File: src/rtl/sink_stat_pkg.sv
package sink_stat_pkg;
  localparam logic [1:0] FRAME_CODE = 2'b11;
  localparam logic [1:0] AF_MODE_OOF = 2'b00;
  localparam int BANK_CH = 16;

  typedef enum logic [1:0] {
    ST_FRAME = 2'd0,
    ST_CAL   = 2'd1,
    ST_DIP   = 2'd2
  } seq_st_e;

  function automatic logic [1:0] rot2(input logic [1:0] v);
    return {v[0], v[1]};
  endfunction
endpackage

File: src/rtl/sink_stat_table.sv
module sink_stat_table
  import sink_stat_pkg::*;
#(
  parameter int NUM_CH = 32,
  localparam int IDX_W = $clog2(NUM_CH)
) (
  input  logic             clk_i,
  input  logic             rst_ni,
  input  logic             wr_ni,
  input  logic [3:0]       addr_i,
  input  logic [31:0]      word_i,
  input  logic [15:0]      mask_i,
  input  logic [IDX_W-1:0] rd_idx_i,
  output logic [1:0]       rd_stat_o
);
  logic [1:0] tbl_q [NUM_CH];

  for (genvar c = 0; c < NUM_CH; c++) begin : g_ch
    localparam int B = c / BANK_CH;
    localparam int K = c % BANK_CH;
    logic hit;
    assign hit = !wr_ni && (addr_i == 4'(B)) && mask_i[K] && (word_i[2*K +: 2] != FRAME_CODE);

    always_ff @(posedge clk_i or negedge rst_ni) begin
      if (!rst_ni)  tbl_q[c] <= 2'b00;
      else if (hit) tbl_q[c] <= word_i[2*K +: 2];
    end

    a_r5_masked_hold: assert property (@(posedge clk_i) disable iff (!rst_ni)
      (wr_ni || addr_i != 4'(B) || !mask_i[K]) |=> $stable(tbl_q[c]));
    a_r6_frame_field_ignored: assert property (@(posedge clk_i) disable iff (!rst_ni)
      (word_i[2*K +: 2] == FRAME_CODE) |=> $stable(tbl_q[c]));
  end

  assign rd_stat_o = tbl_q[rd_idx_i];
endmodule

File: src/rtl/sink_stat_cfg.sv
module sink_stat_cfg #(
  parameter int IDX_W = 5,
  parameter int REP_W = 4
) (
  input  logic             clk_i,
  input  logic             rst_ni,
  input  logic             enable_i,
  input  logic [IDX_W-1:0] len_i,
  input  logic [REP_W-1:0] rep_i,
  output logic [IDX_W-1:0] len_o,
  output logic [REP_W-1:0] rep_o
);
  logic [IDX_W-1:0] len_q;
  logic [REP_W-1:0] rep_q;

  // shadow registers open only while the sequencer is stopped
  always_ff @(posedge clk_i or negedge rst_ni) begin
    if (!rst_ni) begin
      len_q <= '1;
      rep_q <= '0;
    end else if (!enable_i) begin
      len_q <= len_i;
      rep_q <= rep_i;
    end
  end

  assign len_o = len_q;
  assign rep_o = rep_q;

  a_r4_len_frozen: assert property (@(posedge clk_i) disable iff (!rst_ni)
    $past(enable_i) |-> $stable(len_q));
  a_r4_rep_frozen: assert property (@(posedge clk_i) disable iff (!rst_ni)
    $past(enable_i) |-> $stable(rep_q));
endmodule

File: src/rtl/sink_stat_seq.sv
module sink_stat_seq
  import sink_stat_pkg::*;
#(
  parameter int IDX_W = 5,
  parameter int REP_W = 4
) (
  input  logic             clk_i,
  input  logic             rst_ni,
  input  logic             enable_i,
  input  logic [1:0]       af_mode_i,
  input  logic             almost_full_i,
  input  logic             err_req_i,
  input  logic [IDX_W-1:0] len_m1_i,
  input  logic [REP_W-1:0] rep_m1_i,
  input  logic [1:0]       rd_stat_i,
  output logic [IDX_W-1:0] rd_idx_o,
  output logic [1:0]       stat_o
);
  seq_st_e          st_q;
  logic [IDX_W-1:0] idx_q;
  logic [REP_W-1:0] rep_q;
  logic [1:0]       par_q;
  logic             err_pend_q;
  logic             hold;

  assign hold = !enable_i || (af_mode_i == AF_MODE_OOF && almost_full_i);

  always_ff @(posedge clk_i or negedge rst_ni) begin
    if (!rst_ni) begin
      err_pend_q <= 1'b0;
    end else if (st_q == ST_DIP) begin
      err_pend_q <= err_req_i; // current code consumes the pending request
    end else begin
      err_pend_q <= err_pend_q | err_req_i;
    end
  end

  always_ff @(posedge clk_i or negedge rst_ni) begin
    if (!rst_ni) begin
      st_q  <= ST_FRAME;
      idx_q <= '0;
      rep_q <= '0;
      par_q <= '0;
    end else if (hold) begin
      st_q  <= ST_FRAME;
      idx_q <= '0;
      rep_q <= '0;
      par_q <= '0;
    end else begin
      unique case (st_q)
        ST_FRAME: begin
          st_q  <= ST_CAL;
          idx_q <= '0;
          rep_q <= '0;
          par_q <= '0;
        end
        ST_CAL: begin
          par_q <= rot2(par_q) ^ rd_stat_i;
          if (idx_q == len_m1_i) begin
            idx_q <= '0;
            if (rep_q == rep_m1_i) st_q <= ST_DIP;
            else rep_q <= rep_q + 1'b1;
          end else begin
            idx_q <= idx_q + 1'b1;
          end
        end
        default: st_q <= ST_FRAME;
      endcase
    end
  end

  always_comb begin
    unique case (st_q)
      ST_CAL:  stat_o = rd_stat_i;
      ST_DIP:  stat_o = ~rot2(par_q) ^ {2{err_pend_q}};
      default: stat_o = FRAME_CODE;
    endcase
  end

  assign rd_idx_o = idx_q;

  a_r2_frame_when_off: assert property (@(posedge clk_i) disable iff (!rst_ni)
    !enable_i |=> stat_o == FRAME_CODE);
  a_r10_out_of_frame: assert property (@(posedge clk_i) disable iff (!rst_ni)
    (af_mode_i == AF_MODE_OOF && almost_full_i) |=> stat_o == FRAME_CODE);
  a_r7_no_frame_in_cal: assert property (@(posedge clk_i) disable iff (!rst_ni)
    (st_q == ST_CAL) |-> stat_o != FRAME_CODE);
  a_r3_frame_after_dip: assert property (@(posedge clk_i) disable iff (!rst_ni)
    (st_q == ST_DIP) |=> stat_o == FRAME_CODE);
  a_r9_single_shot: assert property (@(posedge clk_i) disable iff (!rst_ni)
    (st_q == ST_DIP && !err_req_i) |=> !err_pend_q);
endmodule

File: src/rtl/sink_status_gen.sv
module sink_status_gen
  import sink_stat_pkg::*;
#(
  parameter int NUM_CH = 32,
  parameter int REP_W  = 4,
  localparam int IDX_W = $clog2(NUM_CH)
) (
  input  logic             clk_i,
  input  logic             rst_ni,
  input  logic             enable_i,
  input  logic [IDX_W-1:0] cal_len_i,
  input  logic [REP_W-1:0] cal_rep_i,
  input  logic [1:0]       af_mode_i,
  input  logic             almost_full_i,
  input  logic             dip_err_req_i,
  input  logic [31:0]      stat_word_i,
  input  logic [3:0]       stat_addr_i,
  input  logic [15:0]      stat_mask_i,
  input  logic             stat_wr_ni,
  output logic [1:0]       stat_o
);
  logic [IDX_W-1:0] len_m1;
  logic [REP_W-1:0] rep_m1;
  logic [IDX_W-1:0] rd_idx;
  logic [1:0]       rd_stat;

  sink_stat_cfg #(.IDX_W(IDX_W), .REP_W(REP_W)) u_cfg (
    .clk_i    (clk_i),
    .rst_ni   (rst_ni),
    .enable_i (enable_i),
    .len_i    (cal_len_i),
    .rep_i    (cal_rep_i),
    .len_o    (len_m1),
    .rep_o    (rep_m1)
  );

  sink_stat_table #(.NUM_CH(NUM_CH)) u_tbl (
    .clk_i     (clk_i),
    .rst_ni    (rst_ni),
    .wr_ni     (stat_wr_ni),
    .addr_i    (stat_addr_i),
    .word_i    (stat_word_i),
    .mask_i    (stat_mask_i),
    .rd_idx_i  (rd_idx),
    .rd_stat_o (rd_stat)
  );

  sink_stat_seq #(.IDX_W(IDX_W), .REP_W(REP_W)) u_seq (
    .clk_i         (clk_i),
    .rst_ni        (rst_ni),
    .enable_i      (enable_i),
    .af_mode_i     (af_mode_i),
    .almost_full_i (almost_full_i),
    .err_req_i     (dip_err_req_i),
    .len_m1_i      (len_m1),
    .rep_m1_i      (rep_m1),
    .rd_stat_i     (rd_stat),
    .rd_idx_o      (rd_idx),
    .stat_o        (stat_o)
  );
endmodule

File: config.mk
export PLATFORM = sky130hd
export DESIGN_NAME = sink_status_gen
export DESIGN_NICKNAME = d
export VERILOG_FILES = /design/src/rtl/sink_stat_pkg.sv /design/src/rtl/sink_stat_table.sv /design/src/rtl/sink_stat_cfg.sv /design/src/rtl/sink_stat_seq.sv /design/src/rtl/sink_status_gen.sv
export SDC_FILE = /design/constraint.sdc
export NUM_CORES = 1
export LEC_CHECK = 0
export ABC_AREA = 1
export BUFFER_PORTS_ARGS = -buffer_cell sky130_fd_sc_hd__buf_2
export CAP_MARGIN = 10
export CORE_UTILIZATION = 52
export CTS_CLUSTER_SIZE = 30
export DETAILED_ROUTE_END_ITERATION = 8
export HOLD_SLACK_MARGIN = 0.12
export PLACE_DENSITY_LB_ADDON = 0.12
export SYNTH_ARGS = -nofsm -noshare
export SYNTH_HDL_FRONTEND = slang
export SYNTH_HIERARCHICAL = 1
export SYNTH_SLANG_ARGS = --single-unit
File: constraint.sdc
create_clock -name clk_i -period 5.95 [get_ports clk_i]
set_clock_uncertainty 0.15 [all_clocks]
set_input_delay 1.785 -clock clk_i [delete_from_list [all_inputs] [get_ports clk_i]]
set_output_delay 1.785 -clock clk_i [all_outputs]
set_load 0.03 [all_outputs]
==> results of run 1 <==
-- power groups by stage --
stage	Clock (W)	Sequential [W]	Combinational (W)
global placement	0	0.000768	0.000426
floorplan	0	0.000740	0.000337
detailed placement	0	0.000767	0.000441
finish	0.000385	0.000757	0.000439
global route	0.000417	0.000768	0.000505
CTS	0.000395	0.000757	0.000443
-- cell type report --
type | instances | area [um^2]
tap | 108 | 135
sequential | 87 | 2180
clock buffer | 13 | 169
clock inverter | 3 | 17.5
inverter | 60 | 225
multi-input combinational | 453 | 2160
fill | 831 | 3430
timing repair buffer | 71 | 360
-- metrics by stage --
step                total power (W)  setup slack [ns]  std cells  hold WS (ns)
global route                0.00169             0.989        795         0.359
global placement            0.00119              1.77        779         0.322
floorplan                   0.00108              2.40        614         0.303
finish                      0.00158              1.29        795         0.335
detailed placement          0.00121              1.67        779         0.322
CTS                         0.00159              1.27        795         0.336
-- per-layer routing --
layer	GRT usage, %	wire [um]	vias up
met1	31.9	4880	1857
met5	0	0	-
met3	3.29	349	12
met2	37.4	4590	74
li1	-	-	2089
met4	6.74	102	0
-- cell usage in the layout, fill, tap and decap left out --
master	count
nor2_1	18
nor2_4	3
o22ai_1	2
nand3_2	3
nand2_2	4
buf_4	2
inv_2	5
nand3_4	1
dfstp_2	5
nor3b_4	1
o21bai_1	1
xor2_1	4
o21ai_2	2
buf_2	69
clkinvlp_4	1
a21boi_0	16
dfrtp_1	82
a21oi_1	1
nor2_2	2
o21ai_1	20
nand4_1	1
clkbuf_1	1
clkinv_2	2
nand2_4	4
nand3_1	58
nand2_1	254
xnor2_1	4
ha_1	6
inv_1	55
clkbuf_8	12
o21ai_0	47
nor3_4	1
-- worst register-to-register path: cells and delay by family, from the launching register on --
| kind | cells | cell delay [ns] |
|---|---|---|
| xor gates and xnor gates | 1 | 0.14 |
| DFF | 1 | 0.36 |
| AOI/OAI and AO/OA | 1 | 0.10 |
| buffers and inverters | 2 | 0.93 |
| and+or+nand+nor | 8 | 0.74 |
-- sequential cells by signal (all words and copies together) (netlist names) --
name	cells
u_cfg/len_o	5
u_cfg/rep_o	4
u_seq/err_pend_q	1
u_seq/par_q	2
u_seq/rd_idx_o	5
u_seq/rep_q	4
u_seq/st_q	2
u_tbl/tbl_q	64
-- final timing paths --
path,startpoint,cells past startpoint,end,slack (ns)
worst max-delay path,u_seq/rd_idx_o[0],13,stat_o[0],1.29
worst min-delay path,u_cfg/len_o[4],2,u_cfg/len_o[4],0.33
worst max register to register,u_seq/rd_idx_o[0],12,u_seq/par_q[0],3.42
worst min register to register,u_cfg/len_o[4],2,u_cfg/len_o[4],0.33
max in group asynchronous,rst_ni,1,u_tbl/tbl_q[7],3.49
min in group asynchronous,rst_ni,1,u_tbl/tbl_q[26],1.47
-- cell families (layout without fill, tap and decap cells) --
kind of cell / count (synthesis) / after routing / share of synthesized area (%)
buf+inv: 74 / 147 / 6.59
fa+ha+maj: 6 / 6 / 1.61
compound gates: 89 / 89 / 10.7
xor+xnor: 8 / 8 / 1.51
simple gates: 350 / 350 / 32.6
flops: 87 / 87 / 47.0
==> impl_results.md, run 1 <==
- Via count: 4032
- CTS tree: done
- Cell seen most often among critical-path stages: nand2_1
- Clk slew on worst S/H paths: 0.08 ns
- Yosys reg bits: 87
- CP max-delay cell: inv_1
- Clock Root Buffer: clkbuf_8
- Power Dens Cells: 301 nW/um^2
- Routed Antenna Nets: 0
- Die Y: 96.6 um
- Max Cap Violations: 0
- Top-count cell post-synth: nand2_1
- Final Util: 60.5%
- Syn Inst Count: 614
- Placed Area: 5060 um^2
- Initial antenna violation count: 0
- Largest net degree at the start of global routing: 88
- Initial Util: 53.6%
- Distinct cells, synth: 30
- Final period utilization: 78.4%
- # DRC: 0
- Share of total power in combinational logic: 27.8%
- TritonCTS buffer count: 9
- Slew margin rel.: 29.5%
- Worst-Margin Slew: 1.06 ns
- RD Place Congestion: 0.824
- Area growth, synth to finish: 12.9%
- DRT iter0 DRCs: 181
- Post-synth top area share: 44.1%
- Psw: 0.000551 W
- Kind of critical path: reg -> out
- NumNets Final: 757
- Net Sw Frac: 34.8%
- Die ar.: 9320 um^2
- Synth Net Count: 689
- Clock power share: 24.3%
- Worst path top cell family by delay: buffers and inverters
- Core Region: 8680 um^2
- CTS sink cnt: 87
- Synth Warn #: 6
- Worst path cell trace: buf_4 -> inv_1 -> nand2_1 -> nand3_1 -> nand3_1 -> nand2_1 -> nand2_1 -> nand2_1 -> nand2_1 -> nand2_1 -> nand2_1 -> nand3_1 -> buf_2
- Worst-case clock buffer depth: 2
- CP required: 4.01 ns
- H-Tree Depth: 3
- Final Hold Fails: 0
- CP endpoint kind: output port
- CTS resizes: 0
- GR Overflow Total: 0
- CP max stage delay: 0.68 ns
- WP buf/inv: 3
- Drt via density: 5.07
- Seq/Total Area, Yosys: 47.0%
- Arrival @ worst endpoint: 2.73 ns
- Hold WC Path Type: reg -> reg
- Die width: 96.6 um
- Port Buffer Count: 70
- Post-CTS Setup Repair Bufs: 0
- Layout cells sized above 1: 17.0%
- CP max FO: 39
- Top post-synthesis cells by area: dfrtp_1 44%, nand2_1 21%, nand3_1 6.2%
- Sum Neg Setup Slack: 0 ns
- Outcome: finished clean
- Dominant cell type by area after synthesis: dfrtp_1
- Clk_lat worst skew: 0.34 ns
- Syn avg cell area: 7.57 um^2
- Number of flops mapped to enable cells by yosys: 0
- Static Leakage: 2.68 nW
- Crit path time final: 4.66 ns
- RSZ-0062 raised after global routing: no
- Async SR Flop Fraction: 100%
- Final setup violation count: 0
- I/O pin count: 71
- Detailed Routing Iterations Pass 1: 5
- Global-route usage over all layers: 22.9%
- Internal power: 0.00103 W
- Reg power frac: 47.9%
- Mapped Area: 4650 um^2
- VDD IR max: 0.173 mV
- Top cells by count, synth: 254 x nand2_1, 82 x dfrtp_1, 58 x nand3_1
- ANT cells: 0
- Worst Setup Start Kind: register
- Floorplan row count: 34
- Final wirelength: 9910 um
- Slew Limit Fails: 0
- Primary FF master, synth: dfrtp_1
- Fmax achieved: 214 MHz
- Post-DP HPWL: 7330 um
- Global-route wire length before repair: 16500 um
- # hold bufs at CTS: 0
- Number of global-route vias before repair: 3684
- Post-route cell area: 5250 um^2
- Wire per inst: 12.5 um
Power figures use the tool's default switching activity.
==> run 2: changes to the inputs <==
clock period = 4.02 ns   (was 5.95 ns; I/O delays follow)
==> impl_results.md, run 2 (same netlist as run 1, synthesis figures left out) <==
- Slew Limit Fails: 0 (unchanged)
- Outcome: finished clean (unchanged)
- Post-route cell area: 5300 um^2 (was 5250 um^2)
- Fmax achieved: 273 MHz
- Clk slew on worst S/H paths: 0.08 ns (about the same)
- Placed Area: 5090 um^2 (was 5060 um^2)
- Largest net degree at the start of global routing: 88 (unchanged)
- Global-route usage over all layers: 24.2% (was 22.9%)
- Max Cap Violations: 0 (unchanged)
- NumNets Final: 760 (was 757)
- Static Leakage: 2.70 nW (was 2.68 nW)
- Layout cells sized above 1: 17.2% (was 17.0%)
- RSZ-0062 raised after global routing: no (unchanged)
- Number of global-route vias before repair: 3785 (was 3684)
- CTS sink cnt: 87 (unchanged)
- Core Region: 8680 um^2 (unchanged)
- Top reg by flops: u_tbl/tbl_q (unchanged)
- Power Dens Cells: 460 nW/um^2 (was 301 nW/um^2)
- Worst-case clock buffer depth: 2 (unchanged)
- Pwr Total: 0.00244 W (was 0.00158 W)
- Floorplan row count: 34 (unchanged)
- Final Non-Filler Cells: 798 (was 795)
- Sum Neg Setup Slack: 0 ns (unchanged)
- Die Y: 96.6 um (unchanged)
- VDD IR max: 0.295 mV (was 0.173 mV)
- Die ar.: 9320 um^2 (unchanged)
- Port Buffer Count: 70 (unchanged)
- Kind of critical path: reg -> out (unchanged)
- Clk_lat worst skew: 0.35 ns (was 0.34 ns)
- Slew margin rel.: 28.4% (was 29.5%)
- Arrival @ worst endpoint: 2.30 ns (was 2.73 ns)
- Number of flip-flops in the largest register: 64 (unchanged)
- Post-DP HPWL: 7620 um (was 7330 um)
- Inst Count DP: 782 (was 779)
- Crit path time final: 3.66 ns
- Final Hold Fails: 0 (unchanged)
- Detailed Routing Iterations Pass 1: 4 (was 5)
- Routed Antenna Nets: 0 (unchanged)
- Die width: 96.6 um (unchanged)
- CTS tree: done (unchanged)
- Worst-Margin Slew: 1.07 ns (was 1.06 ns)
- Via count: 4049 (was 4032)
- ANT cells: 0 (unchanged)
- Final wirelength: 10400 um (was 9910 um)
- CP endpoint kind: output port (unchanged)
- Crit path from: u_seq/rd_idx_o[0] (unchanged)
- Global-route wire length before repair: 17200 um (was 16500 um)
- Initial antenna violation count: 0 (unchanged)
- Drt via density: 5.07 (about the same)
- Worst hold margin: 0.330 ns (was 0.335 ns)
- RD Place Congestion: 0.790 (was 0.824)
- # DRC: 0 (unchanged)
- CP required: 2.66 ns (was 4.01 ns)
- CTS resizes: 0 (unchanged)
- # hold bufs at CTS: 0 (unchanged)
- Register area: 2180 um^2 (unchanged)
- H-Tree Depth: 3 (unchanged)
- Commonest non-fill, non-tap cell in the layout: nand2_1 (unchanged)
- DRT iter0 DRCs: 180 (was 181)
- Worst r2r src: u_seq/rd_idx_o[0] (unchanged)
- TritonCTS buffer count: 9 (unchanged)
- I/O pin count: 71 (unchanged)
- Initial Util: 53.6% (unchanged)
- Post-CTS Setup Repair Bufs: 0 (unchanged)
- CP max FO: 32 (was 39)
- Clock Root Buffer: clkbuf_8 (unchanged)
- Min-delay src: u_cfg/len_o[2] (was u_cfg/len_o[4])
- Hold WC Path Type: reg -> reg (unchanged)
- Multi-input gate area: 2160 um^2 (unchanged)
- Final setup violation count: 0 (unchanged)
- Final period utilization: 91.0%
- Wire per inst: 13.0 um (was 12.5 um)
- GR Overflow Total: 0 (unchanged)
- Number of fill cells in the layout: 851 (was 831)
- Worst Setup Start Kind: register (unchanged)
- Commonest non-fill, non-tap cells in the layout: 254 x nand2_1, 82 x dfrtp_1, 69 x buf_2 (unchanged)
- Area growth, synth to finish: 14.0% (was 12.9%)
==> run 2: cell count changes in the layout (fill, tap and decap cells not counted), sizes merged <==
cell    delta
clkbuf     -2
inv        +1
buf        +3
clkinv     -1
bufinv     +2
==> run 2: metrics by stage <==
step                util [%]  setup WS (ns)
finish                  61.1          0.363
global route            61.1          0.123
CTS                     61.1          0.375
detailed placement      58.6          0.772
global placement        58.6          0.825
floorplan                  -           1.05
==> run 2: layout make-up <==
type                       count  area share (%)
sequential                    87            41.2
multi-input combinational    453            40.8
timing repair buffer          74            7.23
inverter                      60            4.25
tap                          108            2.55
clock buffer                  11            2.48
clock inverter                 5            1.53
==> run 2: where the power goes <==
part | switching, W | internal (W) | total [W]
sequential | 0.000101 | 0.00102 | 0.00112
clock | 0.000298 | 0.000352 | 0.000649
combinational | 0.000426 | 0.000243 | 0.000669
total | 0.000825 | 0.00161 | 0.00244
==> run 2: final timing paths <==
check | endpoint | slack (ns) | cells after the start
setup / recovery | stat_o[0] | 0.36 | 14
hold / removal | u_cfg/len_o[2] | 0.33 | 2
setup reg to reg | u_seq/par_q[0] | 1.91 | 13
hold reg to reg | u_cfg/len_o[2] | 0.33 | 2
max in group asynchronous | u_cfg/rep_o[2] | 2.14 | 1
min in group asynchronous | u_tbl/tbl_q[58] | 0.91 | 1
==> run 2: worst max-delay path: stages, from the launching register on <==
cell and delay (ns):
dfrtp_1 0.37, buf_4 0.19, inv_1 0.06, buf_4 0.30
nand2_1 0.11, nand3_1 0.11, nand3_1 0.11, nand2_1 0.08
nand2_1 0.06, nand2_1 0.07, nand2_1 0.04, nand2_1 0.10
nand2_1 0.07, nand3_1 0.08, buf_2 0.19
==> run 2: layer usage <==
metal  vias to the layer above  wire length, um  global-route usage, %
met2                        77             4910                   38.9
li1                       2097                -                      -
met5                         -                0                      0
met4                         0              174                   8.33
met1                      1859             4870                   32.6
met3                        16              440                   5.16
==> run 3: changes to the inputs <==
CORE_UTILIZATION = 53   (was 52)
CTS_BUF_LIST = sky130_fd_sc_hd__clkbuf_8   (was not set)
SETUP_SLACK_MARGIN = 0.2   (was not set)
==> impl_results.md, run 3 (same netlist as run 1, synthesis figures left out) <==
- CTS tree: done (unchanged)
- Die Y: 95.7 um (was 96.6 um)
- Initial Util: 55.7% (was 53.6%)
- Layout cells sized above 1: 17.4% (was 17.2%)
- TritonCTS buffer count: 9 (unchanged)
- Global-route usage over all layers: 24.5% (was 24.2%)
- RSZ-0062 raised after global routing: no (unchanged)
- CP max-delay cell: dfrtp_1 (unchanged)
- Power Dens Cells: 448 nW/um^2 (was 460 nW/um^2)
- Outcome: finished clean (unchanged)
- Global-route wire length before repair: 17200 um (about the same)
- Initial antenna violation count: 0 (unchanged)
- Crit path time final: 3.58 ns (was 3.66 ns)
- Drt via density: 5.17 (was 5.07)
- Floorplan row count: 33 (was 34)
- Min setup slack post-route: 0.438 ns (was 0.363 ns)
- Slew Limit Fails: 0 (unchanged)
- Clk_lat worst skew: 0.35 ns (about the same)
- Fmax achieved: 279 MHz (was 273 MHz)
- H-Tree Depth: 3 (unchanged)
- Commonest non-fill, non-tap cells in the layout: 254 x nand2_1, 82 x dfrtp_1, 69 x buf_2 (unchanged)
- Psw: 0.000831 W (was 0.000825 W)
- # hold bufs at CTS: 0 (unchanged)
- Area growth, synth to finish: 13.2% (was 14.0%)
- Post-route cell area: 5270 um^2 (was 5300 um^2)
- Worst path cell trace: clkinvlp_4 -> buf_4 -> nand2_1 -> nand3_1 -> nand3_1 -> nand2_1 -> nand2_1 -> nand2_1 -> nand2_1 -> nand2_1 -> nand2_1 -> nand3_1 -> buf_2 (was buf_4 -> inv_1 -> buf_4 -> nand2_1 -> nand3_1 -> nand3_1 -> nand2_1 -> nand2_1 -> nand2_1 -> nand2_1 -> nand2_1 -> nand2_1 -> nand3_1 -> buf_2)
- RD Place Congestion: 0.817 (was 0.790)
- Commonest non-fill, non-tap cell in the layout: nand2_1 (unchanged)
- DP Worst Slack: 0.718 ns (was 0.772 ns)
- CTS sink cnt: 87 (unchanged)
- Pwr Total: 0.00236 W (was 0.00244 W)
- Port Buffer Count: 70 (unchanged)
- Kind of critical path: reg -> out (unchanged)
- Static Leakage: 2.69 nW (was 2.70 nW)
- Die ar.: 9150 um^2 (was 9320 um^2)
- Routed Antenna Nets: 0 (unchanged)
- Largest net degree at the start of global routing: 88 (unchanged)
- Worst-case clock buffer depth: 2 (unchanged)
- Final setup violation count: 0 (unchanged)
- Clk slew on worst S/H paths: 0.08 ns (about the same)
- Net Sw Frac: 35.2% (was 33.9%)
- Top reg by flops: u_tbl/tbl_q (unchanged)
- Clock Root Buffer: clkbuf_8 (unchanged)
- # DRC: 0 (unchanged)
- Final period utilization: 89.1% (was 91.0%)
- CP max stage delay: 0.39 ns (was 0.37 ns)
- Clock power share: 24.3% (was 26.7%)
- Final Hold Fails: 0 (unchanged)
- Reg power frac: 47.6% (was 45.8%)
- Number of fill cells in the layout: 770 (was 851)
- VDD IR max: 0.195 mV (was 0.295 mV)
- Hold WC Path Type: reg -> reg (unchanged)
- Post-CTS Setup Repair Bufs: 0 (unchanged)
- Worst-Margin Slew: 1.08 ns (was 1.07 ns)
- NumNets Final: 759 (was 760)
- I/O pin count: 71 (unchanged)
- CP endpoint kind: output port (unchanged)
- Arrival @ worst endpoint: 2.23 ns (was 2.30 ns)
- Wire per inst: 12.9 um (was 13.0 um)
- Die width: 95.7 um (was 96.6 um)
- Share of total power in combinational logic: 28.1% (was 27.5%)
- Final wirelength: 10300 um (was 10400 um)
- Slew margin rel.: 28.1% (was 28.4%)
- Post-DP HPWL: 7560 um (was 7620 um)
- Cell seen most often among critical-path stages: nand2_1 (unchanged)
- CP max FO: 21 (was 32)
- Max Cap Violations: 0 (unchanged)
- Core Region: 8340 um^2 (was 8680 um^2)
- ANT cells: 0 (unchanged)
- CP required: 2.66 ns (about the same)
- Internal power: 0.00153 W (was 0.00161 W)
- Worst hold margin: 0.336 ns (was 0.330 ns)
- Sum Neg Setup Slack: 0 ns (unchanged)
- Worst Setup Start Kind: register (unchanged)
- Number of global-route vias before repair: 3902 (was 3785)
- DRT iter0 DRCs: 230 (was 180)
- Number of flip-flops in the largest register: 64 (unchanged)
- Detailed Routing Iterations Pass 1: 5 (was 4)
- GR Overflow Total: 0 (unchanged)
- Via count: 4103 (was 4049)
- Placed Area: 5070 um^2 (was 5090 um^2)
-- run 3: cell types whose count changed in the layout (fill, tap and decap cells not counted) --
cell,before,now
clkinvlp_4,1,2
clkbuf_1,2,0
clkinv_2,1,2
bufinv_16,2,0
buf_4,5,4
clkbuf_8,9,12
inv_6,1,0
-- run 3: layout make-up --
class / count / area [um^2] / area share, %
sequential: 87 / 2180 / 41.5
timing repair buffer: 73 / 375 / 7.13
clock buffer: 12 / 165 / 3.14
tap: 105 / 131 / 2.50
inverter: 60 / 229 / 4.35
multi-input combinational: 453 / 2160 / 41.0
clock inverter: 4 / 21.3 / 0.404
-- run 3: final timing paths --
check / cells past startpoint / startpoint / slack [ns] / endpoint
setup reg to reg: 12 / u_seq/rd_idx_o[0] / 1.94 / u_seq/par_q[0]
hold / removal: 2 / u_cfg/len_o[2] / 0.34 / u_cfg/len_o[2]
setup / recovery: 13 / u_seq/rd_idx_o[0] / 0.44 / stat_o[0]
min in group asynchronous: 1 / rst_ni / 0.89 / u_tbl/tbl_q[61]
hold reg to reg: 2 / u_cfg/len_o[2] / 0.34 / u_cfg/len_o[2]
max in group asynchronous: 1 / rst_ni / 2.13 / u_tbl/tbl_q[44]
-- run 3: metal layers --
layer  track usage, %  share of wire [%]
met1             32.2                 48
met2             40.8                 47
met5                0                  0
met4             9.83                1.9
met3             3.59                3.8
-- run 3: power by group through the flow --
stage	Sequential [W]	Combinational (W)	Clock [W]
6_report	0.00112	0.000664	0.000573
4_1_cts	0.00112	0.000667	0.000586
5_1_grt	0.00114	0.000759	0.000619
2_1_floorplan	0.00110	0.000498	0
3_5_place_dp	0.00113	0.000663	0
3_3_place_gp	0.00113	0.000638	0
-- run 3: through the flow --
step / instances / util [%]
floorplan: 614 / -
global placement: 778 / 60.8
detailed placement: 778 / 60.8
CTS: 794 / 63.1
global route: 794 / 63.1
finish: 794 / 63.1
-- run 3: what timing repair did --
action,in CTS,in global routing
hold endpoints to repair,0,0
endpoints found under the setup margin,0,2
resized for setup,0,1
-- run 3: worst max-delay path, delay by kind of cell (launching register included) --
family	cells	cell delay, ns
buf+inv	3	0.78
simple gates	10	0.68
flops	1	0.39
